**src/rtl/snf_pkg.sv**
```systemverilog
package snf_pkg;

    localparam int ADDR_W = 32;
    localparam int STEP_W = 3;

    typedef enum logic [2:0] {
        OP_READ    = 3'd0,
        OP_FREAD   = 3'd1,
        OP_PROG    = 3'd2,
        OP_WREN    = 3'd3,
        OP_ERASE64 = 3'd4,
        OP_ERASE4  = 3'd5,
        OP_BULK    = 3'd6,
        OP_STATUS  = 3'd7
    } snf_op_e;

    typedef enum logic [2:0] {
        ST_CMD, ST_ADDR, ST_DUMMY, ST_RD, ST_WR, ST_STOP
    } snf_step_e;

    // Fixed step list of each operation; every index past the list is a stop.
    function automatic snf_step_e step_at(snf_op_e op, logic [STEP_W-1:0] idx);
        snf_step_e s;
        s = ST_STOP;
        if (idx == 3'd0) begin
            s = ST_CMD;
        end else begin
            case (op)
                OP_READ:    if (idx == 3'd1) s = ST_ADDR; else if (idx == 3'd2) s = ST_RD;
                OP_FREAD:   if (idx == 3'd1) s = ST_ADDR; else if (idx == 3'd2) s = ST_DUMMY;
                            else if (idx == 3'd3) s = ST_RD;
                OP_PROG:    if (idx == 3'd1) s = ST_ADDR; else if (idx == 3'd2) s = ST_WR;
                OP_ERASE64,
                OP_ERASE4:  if (idx == 3'd1) s = ST_ADDR;
                OP_STATUS:  if (idx == 3'd1) s = ST_RD;
                default:    s = ST_STOP;
            endcase
        end
        return s;
    endfunction

    function automatic logic [7:0] op_code(snf_op_e op, logic wide);
        logic [7:0] c;
        case (op)
            OP_READ:    c = wide ? 8'h13 : 8'h03;
            OP_FREAD:   c = wide ? 8'h0C : 8'h0B;
            OP_PROG:    c = wide ? 8'h12 : 8'h02;
            OP_WREN:    c = 8'h06;
            OP_ERASE64: c = wide ? 8'hDC : 8'hD8;
            OP_ERASE4:  c = wide ? 8'h21 : 8'h20;
            OP_BULK:    c = 8'hC7;
            default:    c = 8'h05;
        endcase
        return c;
    endfunction

endpackage

```
**src/rtl/snf_bit_timer.sv**
```systemverilog
module snf_bit_timer #(
    parameter int HALF_DIV = 2
) (
    input  logic clk,
    input  logic rst_n,
    input  logic run,
    output logic sclk_lvl,
    output logic rise_tick,
    output logic end_tick
);
    localparam int CW = (HALF_DIV > 1) ? $clog2(HALF_DIV) : 1;

    logic [CW-1:0] cnt_q;
    logic          phase_q;
    logic          at_end;

    assign at_end = run && (cnt_q == CW'(HALF_DIV - 1));

    always_ff @(posedge clk) begin
        if (!rst_n || !run) begin
            cnt_q   <= '0;
            phase_q <= 1'b0;
        end else if (at_end) begin
            cnt_q   <= '0;
            phase_q <= ~phase_q;
        end else begin
            cnt_q   <= cnt_q + CW'(1);
        end
    end

    assign sclk_lvl  = phase_q;
    assign rise_tick = at_end && !phase_q;
    assign end_tick  = at_end && phase_q;
endmodule

```
**src/rtl/snf_shifter.sv**
```systemverilog
module snf_shifter #(
    parameter int BW = 8
) (
    input  logic          clk,
    input  logic          rst_n,
    input  logic          load,
    input  logic [BW-1:0] load_val,
    input  logic          shift,
    input  logic          sample,
    input  logic          miso,
    output logic          mosi,
    output logic [BW-1:0] rx_byte
);
    logic [BW-1:0] out_q;
    logic [BW-1:0] in_q;

    always_ff @(posedge clk) begin
        if (!rst_n) begin
            out_q <= '0;
            in_q  <= '0;
        end else begin
            if (load)
                out_q <= load_val;
            else if (shift)
                out_q <= {out_q[BW-2:0], 1'b0};
            if (sample)
                in_q <= {in_q[BW-2:0], miso};
        end
    end

    assign mosi    = out_q[BW-1];
    assign rx_byte = in_q;
endmodule

```
**src/rtl/snf_engine.sv**
```systemverilog
module snf_engine
    import snf_pkg::*;
#(
    parameter int HALF_DIV = 2,
    parameter int LEN_W    = 16
) (
    input  logic             clk,
    input  logic             rst_n,
    input  logic             start,
    input  logic [2:0]       op,
    input  logic [31:0]      addr,
    input  logic [LEN_W-1:0] len,
    input  logic             addr4,
    output logic             busy,
    output logic             done,
    input  logic [7:0]       tx_data,
    input  logic             tx_valid,
    output logic             tx_ready,
    output logic [7:0]       rx_data,
    output logic             rx_valid,
    input  logic             rx_ready,
    output logic             sclk,
    output logic             cs_n,
    output logic             mosi,
    input  logic             miso
);
    typedef enum logic [2:0] {
        S_IDLE, S_LOAD, S_TXWAIT, S_SHIFT, S_RXHOLD, S_GAP
    } state_e;

    state_e              state_q, state_d;
    snf_op_e             op_q;
    logic                wide_q;
    logic [ADDR_W-1:0]   addr_q;
    logic [LEN_W-1:0]    len_q;
    logic [STEP_W-1:0]   step_q;
    logic [LEN_W-1:0]    byte_q;
    logic [2:0]          bit_q;
    logic                done_q;
    logic [7:0]          rxd_q;

    snf_step_e           cur_step;
    logic [LEN_W-1:0]    step_cnt;
    logic                step_done;
    logic [1:0]          addr_sel;
    logic [7:0]          addr_byte;
    logic [7:0]          load_val;
    logic                sh_load;
    logic                last_bit;
    logic                sclk_lvl, rise_tick, end_tick, rx_bit_mosi;
    logic [7:0]          rx_byte;

    // Step bookkeeping
    assign cur_step = step_at(op_q, step_q);

    always_comb begin
        case (cur_step)
            ST_CMD:   step_cnt = LEN_W'(1);
            ST_ADDR:  step_cnt = wide_q ? LEN_W'(4) : LEN_W'(3);
            ST_DUMMY: step_cnt = LEN_W'(1);
            ST_RD:    step_cnt = (op_q == OP_STATUS) ? LEN_W'(1) : len_q;
            ST_WR:    step_cnt = len_q;
            default:  step_cnt = '0;
        endcase
    end

    assign step_done = (byte_q == step_cnt);
    assign addr_sel  = (wide_q ? 2'd3 : 2'd2) - byte_q[1:0];
    assign addr_byte = addr_q[{addr_sel, 3'b000} +: 8];
    assign last_bit  = end_tick && (bit_q == 3'd7);

    always_comb begin
        load_val = 8'h00;
        if (state_q == S_TXWAIT)
            load_val = tx_data;
        else if (cur_step == ST_CMD)
            load_val = op_code(op_q, wide_q);
        else if (cur_step == ST_ADDR)
            load_val = addr_byte;
    end

    assign sh_load = ((state_q == S_LOAD) && (cur_step != ST_STOP) && !step_done
                      && (cur_step != ST_WR))
                   || ((state_q == S_TXWAIT) && tx_valid);

    snf_bit_timer #(.HALF_DIV(HALF_DIV)) u_timer (
        .clk       (clk),
        .rst_n     (rst_n),
        .run       ((state_q == S_SHIFT) || (state_q == S_GAP)),
        .sclk_lvl  (sclk_lvl),
        .rise_tick (rise_tick),
        .end_tick  (end_tick)
    );

    snf_shifter #(.BW(8)) u_shift (
        .clk      (clk),
        .rst_n    (rst_n),
        .load     (sh_load),
        .load_val (load_val),
        .shift    (end_tick && (state_q == S_SHIFT)),
        .sample   (rise_tick && (state_q == S_SHIFT)),
        .miso     (miso),
        .mosi     (rx_bit_mosi),
        .rx_byte  (rx_byte)
    );

    // Next state
    always_comb begin
        state_d = state_q;
        unique case (state_q)
            S_IDLE:   if (start) state_d = S_LOAD;
            S_LOAD: begin
                if (cur_step == ST_STOP)    state_d = S_GAP;
                else if (step_done)         state_d = S_LOAD;
                else if (cur_step == ST_WR) state_d = S_TXWAIT;
                else                        state_d = S_SHIFT;
            end
            S_TXWAIT: if (tx_valid) state_d = S_SHIFT;
            S_SHIFT:  if (last_bit) state_d = (cur_step == ST_RD) ? S_RXHOLD : S_LOAD;
            S_RXHOLD: if (rx_ready) state_d = S_LOAD;
            S_GAP:    if (end_tick) state_d = S_IDLE;
        endcase
    end

    // State register and frame datapath
    always_ff @(posedge clk) begin
        if (!rst_n) begin
            state_q <= S_IDLE;
            op_q    <= OP_READ;
            wide_q  <= 1'b0;
            addr_q  <= '0;
            len_q   <= '0;
            step_q  <= '0;
            byte_q  <= '0;
            bit_q   <= '0;
            done_q  <= 1'b0;
            rxd_q   <= '0;
        end else begin
            state_q <= state_d;
            done_q  <= (state_q == S_LOAD) && (cur_step == ST_STOP);
            unique case (state_q)
                S_IDLE: if (start) begin
                    op_q   <= snf_op_e'(op);
                    wide_q <= addr4;
                    addr_q <= addr;
                    len_q  <= len;
                    step_q <= '0;
                    byte_q <= '0;
                    bit_q  <= '0;
                end
                S_LOAD: if (cur_step != ST_STOP && step_done) begin
                    step_q <= step_q + STEP_W'(1);
                    byte_q <= '0;
                end
                S_SHIFT: if (end_tick) begin
                    bit_q <= bit_q + 3'd1;
                    if (bit_q == 3'd7) begin
                        byte_q <= byte_q + LEN_W'(1);
                        if (cur_step == ST_RD) rxd_q <= rx_byte;
                    end
                end
                S_TXWAIT, S_RXHOLD, S_GAP: ;
            endcase
        end
    end

    // Outputs
    always_comb begin
        cs_n     = (state_q == S_IDLE) || (state_q == S_GAP);
        sclk     = (state_q == S_SHIFT) && sclk_lvl;
        mosi     = rx_bit_mosi;
        busy     = (state_q != S_IDLE);
        done     = done_q;
        tx_ready = (state_q == S_TXWAIT);
        rx_valid = (state_q == S_RXHOLD);
        rx_data  = rxd_q;
    end
endmodule

```
**config.mk**
```make
export PLATFORM = sky130hd
export DESIGN_NAME = snf_engine
export DESIGN_NICKNAME = d
export VERILOG_FILES = /design/src/rtl/snf_pkg.sv /design/src/rtl/snf_bit_timer.sv /design/src/rtl/snf_shifter.sv /design/src/rtl/snf_engine.sv
export SDC_FILE = /design/constraint.sdc
export NUM_CORES = 1
export LEC_CHECK = 0
export ABC_AREA = 1
export CAP_MARGIN = 5
export CORE_ASPECT_RATIO = 0.5
export CORE_MARGIN = 3
export CORE_UTILIZATION = 50
export CTS_BUF_LIST = sky130_fd_sc_hd__clkbuf_16
export CTS_CLUSTER_SIZE = 8
export DETAILED_ROUTE_END_ITERATION = 8
export PLACE_DENSITY_LB_ADDON = 0.05
export SYNTH_ARGS = -nofsm -noshare
export SYNTH_HDL_FRONTEND = slang
export SYNTH_HIERARCHICAL = 1
export SYNTH_SLANG_ARGS = --single-unit
```
**constraint.sdc**
```tcl
create_clock -name clk -period 2.55 [get_ports clk]
set_input_delay 0.255 -clock clk [delete_from_list [all_inputs] [get_ports clk]]
set_output_delay 0.255 -clock clk [all_outputs]
set_load 0.01 [all_outputs]
```
* Word level (Yosys, flattened, before mapping) *
Index checks and enable logic that the tools add are counted.

operators by class
  $add $sub $neg = 5
  eq/ne operators = 32
  shift operators = 1
  mux-type cells = 46
  bitwise operators = 1
  reduce and logical (&&, ||, !) cells = 39

operators with widths
  operator                                       number
  2-to-1 mux 16 bit                              5
  2-to-1 mux 3 bit                               22
  case mux 16 bit (4 select lines)               1
  case mux 8 bit (7 select lines)                1
  case mux 16 bit (3 select lines)               1
  2-to-1 mux 8 bit                               5
  variable part select 32 x 6 -> 8 bit           1
  == test 3 bit, second input constant           9
  == test 3 x 2 -> 1 bit, second input constant  8
  case mux 3 bit (6 select lines)                1
  adder 16 x 1 -> 16 bit, second input constant  1
  == test 16 bit                                 1
  case mux 3 bit (5 select lines)                1
  logical AND 1 bit                              13
  == test 3 x 1 -> 1 bit, second input constant  4
  logical NOT 3 bit                              4
  != test 2 bit, second input constant           6
  case mux 3 bit (2 select lines)                2
  2-to-1 mux 5 bit                               2
  AND reduction 5 bit                            2
  adder 3 x 1 -> 3 bit, second input constant    2
  != test 3 bit, second input constant           2
  AND reduction 3 bit                            2
  nonzero test 2 bit                             3
  other kinds (12)                               25

word-level totals
  register bits after elaboration = 104
  input bits = 66
  output and inout bits = 15
  word-level logic and storage cells = 138

* Depth between registers and ports, before layout *
  depth in word-level cells = 15
  depth in mapped cells = 26
  gate-level depth less buffers = 25

* By module *
Netlist, hierarchy kept.

modules (own cells, without submodules)
  module         instances  cells an instance  area an instance (sq um)  sequential area each (sq um)
  snf_engine     1          771                5148.7                    1721.7
  snf_shifter    1          94                 670.6                     320.3
  snf_bit_timer  1          13                 93.8                      40.0

* Least setup slack after synthesis *
No wires, ideal clock.

  kind = register -> register
  start point = register step_q[0]
  end point = register u_shift.out_q[1]
  library setup time = 0.056 ns
  arrival = 2.619 ns
  data required time = 2.494 ns
  setup slack = -0.125 ns
  cell stages (with the launch flop) = 26
  path buffers = 2
  period minus slack after synthesis = 2.675 ns
  cell sequence = dfxtp_1 inv_1 ha_1 nand2_1 nand2_1 nand3_2 nand3_4 nor2_4 nand3_2 nand2_4 buf_12 nand2_2 nand2_1 nand2_1 nor2_2 nand2_2 nor2_4 nand2_4 nand2_1 o21ai_0 buf_6 nor2_8 nand2_1 nand3_1 nand2_1 inv_1

between the ends
  cells in the longest elaborated chain, start to end = 15
  elaborated cells on any way between the ends = 35
  classes of those cells = 10 x eq/ne; 16 x mux; 9 x reduce/logical

ends and longest elaborated chain
  element                                                             RTL line           RTL
  from (decl)                                                         snf_engine.sv:36   logic [STEP_W-1:0] step_q;
  from (signal assigned)                                              snf_engine.sv:152  step_q <= step_q + STEP_W'(1);
  == test 3 x 2 -> 1 bit                                              snf_pkg.sv:31      else if (idx == 3'd3) s = ST_RD;
  2-to-1 mux 3 bit                                                    snf_pkg.sv:31
  2-to-1 mux 3 bit (2 in a row)                                       snf_pkg.sv:30      OP_FREAD: if (idx == 3'd1) s = ST_ADDR; else if (idx == 3'd2) s = ST_DUMMY;
  case mux 3 bit (5 select lines)                                     snf_pkg.sv:28      case (op)
  2-to-1 mux 3 bit *                                                  snf_pkg.sv:25      if (idx == 3'd0) begin
  == test 3 x 2 -> 1 bit / logical NOT 3 bit (equally long branches)  snf_engine.sv:57   case (cur_step)
  OR reduction 2 bit (no line)                                        -
  case mux 16 bit (4 select lines)                                    snf_engine.sv:57
  == test 16 bit                                                      snf_engine.sv:67   assign step_done = (byte_q == step_cnt);
  logical NOT 1 bit                                                   snf_engine.sv:82   assign sh_load = ((state_q == S_LOAD) && (cur_step != ST_STOP) && !step_done
  logical AND 1 bit                                                   snf_engine.sv:82
  logical AND 1 bit *                                                 snf_engine.sv:83   && (cur_step != ST_WR))
  logical OR 1 bit *                                                  snf_engine.sv:84   || ((state_q == S_TXWAIT) && tx_valid);
  via sh_load                                                         snf_engine.sv:48   logic sh_load;
  2-to-1 mux 8 bit / nonzero test 2 bit (equally long branches)       -
  to (signal assigned)                                                snf_shifter.sv:23  out_q <= load_val;
  to (signal assigned)                                                snf_shifter.sv:25  out_q <= {out_q[BW-2:0], 1'b0};
  to (decl)                                                           snf_shifter.sv:14  logic [BW-1:0] out_q;

Mark *: on every way through the listed nets, which the timed path passes. The rest lies on a longest branch.
A chain may end at the register's enable or synchronous reset.

* Worst setup path after layout *
  start point = register step_q[0]
  end point = register byte_q[14]

between the ends
  cells in the longest elaborated chain, start to end = 13
  elaborated cells on any way between the ends = 27
  classes of those cells = 10 x eq/ne; 12 x mux; 5 x reduce/logical

ends and longest elaborated chain
  element                                                             RTL line           RTL
  == test 3 x 2 -> 1 bit                                              snf_pkg.sv:31
  2-to-1 mux 3 bit                                                    snf_pkg.sv:31
  2-to-1 mux 3 bit (2 in a row)                                       snf_pkg.sv:30
  case mux 3 bit (5 select lines)                                     snf_pkg.sv:28
  2-to-1 mux 3 bit *                                                  snf_pkg.sv:25
  == test 3 x 2 -> 1 bit / logical NOT 3 bit (equally long branches)  snf_engine.sv:57
  OR reduction 2 bit (no line)                                        -
  case mux 16 bit (4 select lines)                                    snf_engine.sv:57
  == test 16 bit                                                      snf_engine.sv:67
  logical AND 1 bit *                                                 snf_engine.sv:151  S_LOAD: if (cur_step != ST_STOP && step_done) begin
  != test 2 x 1 -> 1 bit (no line) *                                  -
  AND reduction 5 bit (no line) *                                     -
  to (signal assigned)                                                snf_engine.sv:158  byte_q <= byte_q + LEN_W'(1);
  to (decl)                                                           snf_engine.sv:37   logic [LEN_W-1:0] byte_q;

Mark *: on every way between the ends. The rest lies on a longest branch, timed or not.

==> reports/qor.txt <==
status: finished, violations left
failing checks: negative setup slack
most frequent cells in the layout: nand2_1, dfxtp_1, inv_1, nor2_1, a21oi_1
share of cells above drive strength 1: 0.1944
RSZ-0062 raised after global routing: true
Mean Syn Cell Area: 6.735 um^2
first-pass GRT wire length: 26.56 mm
worst endpoint data arrival time: 3.06 ns
Worst Tran Pin Value: 0.6230 ns
Total Power: 7.941 mW
Distinct cells, synth: 41
drt total wl: 16.12 mm
Tmin final: 2.813 ns
Seq/Total Area, Yosys: 0.3521
slowest CP cell: dfxtp_4
pin count of the biggest net entering global routing: 58
peak supply drop: 482.2 uV
die width: 159.8 um
clk_skew: 0.009142 ns
Final nets: 1068
Initial Utilization: 0.5256
RD Place Congestion: 0.9345
commonest non-fill, non-tap cell in the layout: nand2_1
TritonCTS clock tree: built
Critical Path Sink Type: flop
Async S/R FF share, synth: 0
die area: 13250 um^2
Ant. Diodes: 0
CTS Sinks: 104
Post-DP Area: 7188 um^2
PD cells: 1002 nW/um^2
Top FF cell, synth: dfxtp_1
Slew HR: 0.5840
total gr overflow: 0
routed len/inst: 13.94 um
total CTS buffers: 9
core box area: 11250 um^2
Post-Syn Instances: 878
Post-synth EDFFs: 0
Chip Height: 82.90 um
Mapped Nets: 953
cell row count: 27
Vias: 6002
fin crit share: 1.103
Critical Path, Cell by Cell: ha_4, ha_4, inv_4, nand2_2, nand3_2, nand3_4, nor2_4, nand3_4, buf_6, nand2_2, nand2_2, nand3_2, nand2_1, nor2_1, nand2_1, nor2_4, nand2_4, buf_4, nand2_8, buf_6, nand3_1, nand2_1, a21oi_2
IO Port Bufs: 80
maxcap violations: 0
worst stage delay on the critical path: 0.38 ns
number of setup violations in the final report: 28
clk slew on worst S/H paths: 0.08 ns
Max Clock Freq: 355.5 MHz
IO Count: 81
count of pins over their slew limit: 0
Synth Cell Area: 5913 um^2
DR pass1 iterations: 5
Synth warnings: 6
clk_lat worst skew: 0.36 ns
H-tree levels: 3
LEAKAGE: 3.162 nW
Detail Placement HPWL: 11.40 mm
Area contributors post-synth: dfxtp_1, nand2_1, a21oi_1, o21ai_0, inv_1
final instance area: 7921 um^2
Worst Hold Class: in -> reg
GRT Overall Usage: 0.2411
Final Hold Fails: 0
worst slack at placement: -0.3653 ns
Fillers: 991
fin util: 0.7041
Hold-fix buffers, CTS: 0
Crit Path Category: reg -> reg
initial DRC count: 393
Worst Slack Setup Final: -0.2628 ns
Synth Register Bits: 104
vias in the first global route: 5462
Req. time, crit path: 2.80 ns
area growth from synthesis to layout: 33.96%
Final ANT Viol Nets: 0
DRC: 0
Synth top area share: 0.3521
Root Driver: clkbuf_16
crit-path max FO: 6
clock buffer depth: 2
Synth area leader: dfxtp_1
initial antenna violation count: 0
Worst setup SP type: flop
DR vias/cell: 5.188
synth_stat cells, types with 11 or more instances:
cell type,instances
a21oi_1,95
nand3_2,13
nand4_1,11
clkbuf_1,26
inv_1,103
nand2_1,182
dfxtp_1,104
nand3_1,53
nor2_1,86
o21ai_0,83
per-layer routing:
| metal | global-route usage | vias up | share of wire |
|---|---|---|---|
| met5 | 0 | - | 0 |
| met4 | 0.04252 | 0 | 0.0079 |
| met3 | 0.05580 | 14 | 0.060 |
| met2 | 0.3848 | 172 | 0.44 |
| met1 | 0.3381 | 2703 | 0.49 |
| li1 | - | 3113 | - |
power breakdown:
group / internal (mW) / switching (mW) / leakage (nW) / total, mW
clock network: 0.693 / 0.704 / 0.143 / 1.40
registers: 1.97 / 0.240 / 0.853 / 2.21
logic: 1.76 / 2.57 / 2.17 / 4.33
total: 4.43 / 3.51 / 3.16 / 7.94
metrics by stage:
step	TNS, ns	std cells	hold slack (ns)
6_report	-6.024	1157	0.3235
2_1_floorplan	-0.3967	878	0.3899
3_5_place_dp	-7.174	1129	0.4331
5_1_grt	-10.45	1157	0.3314
3_3_place_gp	-3.328	1129	0.4275
4_1_cts	-5.521	1155	0.3049
what timing repair did:
| item | in CTS | in global routing |
|---|---|---|
| gates cloned | 5 | 0 |
| gates resized for setup | 36 | 35 |
| setup buffers | 5 | 3 |
| endpoints found under the setup margin | 28 | 29 |
| pin swaps | 14 | 11 |
area by class of cell:
cell class / count / area, um^2 / share of cell area
clock buffer: 9 / 225.2 / 0.02843
clock inverter: 7 / 72.57 / 0.009161
inverter: 115 / 441.7 / 0.05576
multi-input combinational: 624 / 3525 / 0.4450
sequential: 104 / 2090 / 0.2638
tap: 159 / 198.9 / 0.02511
timing repair buffer: 139 / 1369 / 0.1728
state kept, by name (all words and copies together) (netlist names):
register / count
addr_q: 32
byte_q: 16
len_q: 16
rx_data: 8
u_shift/out_q: 8
u_shift/rx_byte: 8
bit_q: 3
op_q: 3
state_q: 3
step_q: 3
done: 1
u_timer/cnt_q: 1
u_timer/sclk_lvl: 1
wide_q: 1
kinds of logic (layout without fill, tap and decap cells):
family	after synthesis	in the layout	share of synthesized area
AND/OR/NAND/NOR	398	401	0.3206
AO/OA/AOI/OAI	207	207	0.1856
buffers and inverters	153	270	0.1124
flip-flops	104	104	0.3521
adder cells (fa/ha/maj)	9	9	0.01904
XOR/XNOR	7	7	0.01037
worst paths after layout:
| check | startpoint | end | slack (ns) | cells past startpoint |
|---|---|---|---|---|
| setup / recovery | step_q[0] | byte_q[14] | -0.26 | 23 |
| hold / removal | rst_n | len_q[0] | 0.32 | 3 |
| setup reg to reg | step_q[0] | byte_q[14] | -0.26 | 23 |
| hold reg to reg | addr_q[29] | addr_q[29] | 0.44 | 2 |
worst max-delay path: cells and delay by family (launching register included):
kind	cells	cell delay [ns]
AND/OR/NAND/NOR	16	1.47
adder cells (fa/ha/maj)	2	0.33
AO/OA/AOI/OAI	1	0.04
buffers and inverters	4	0.50
flip-flops	1	0.38
No activity file was read; power rests on OpenSTA's default activity.
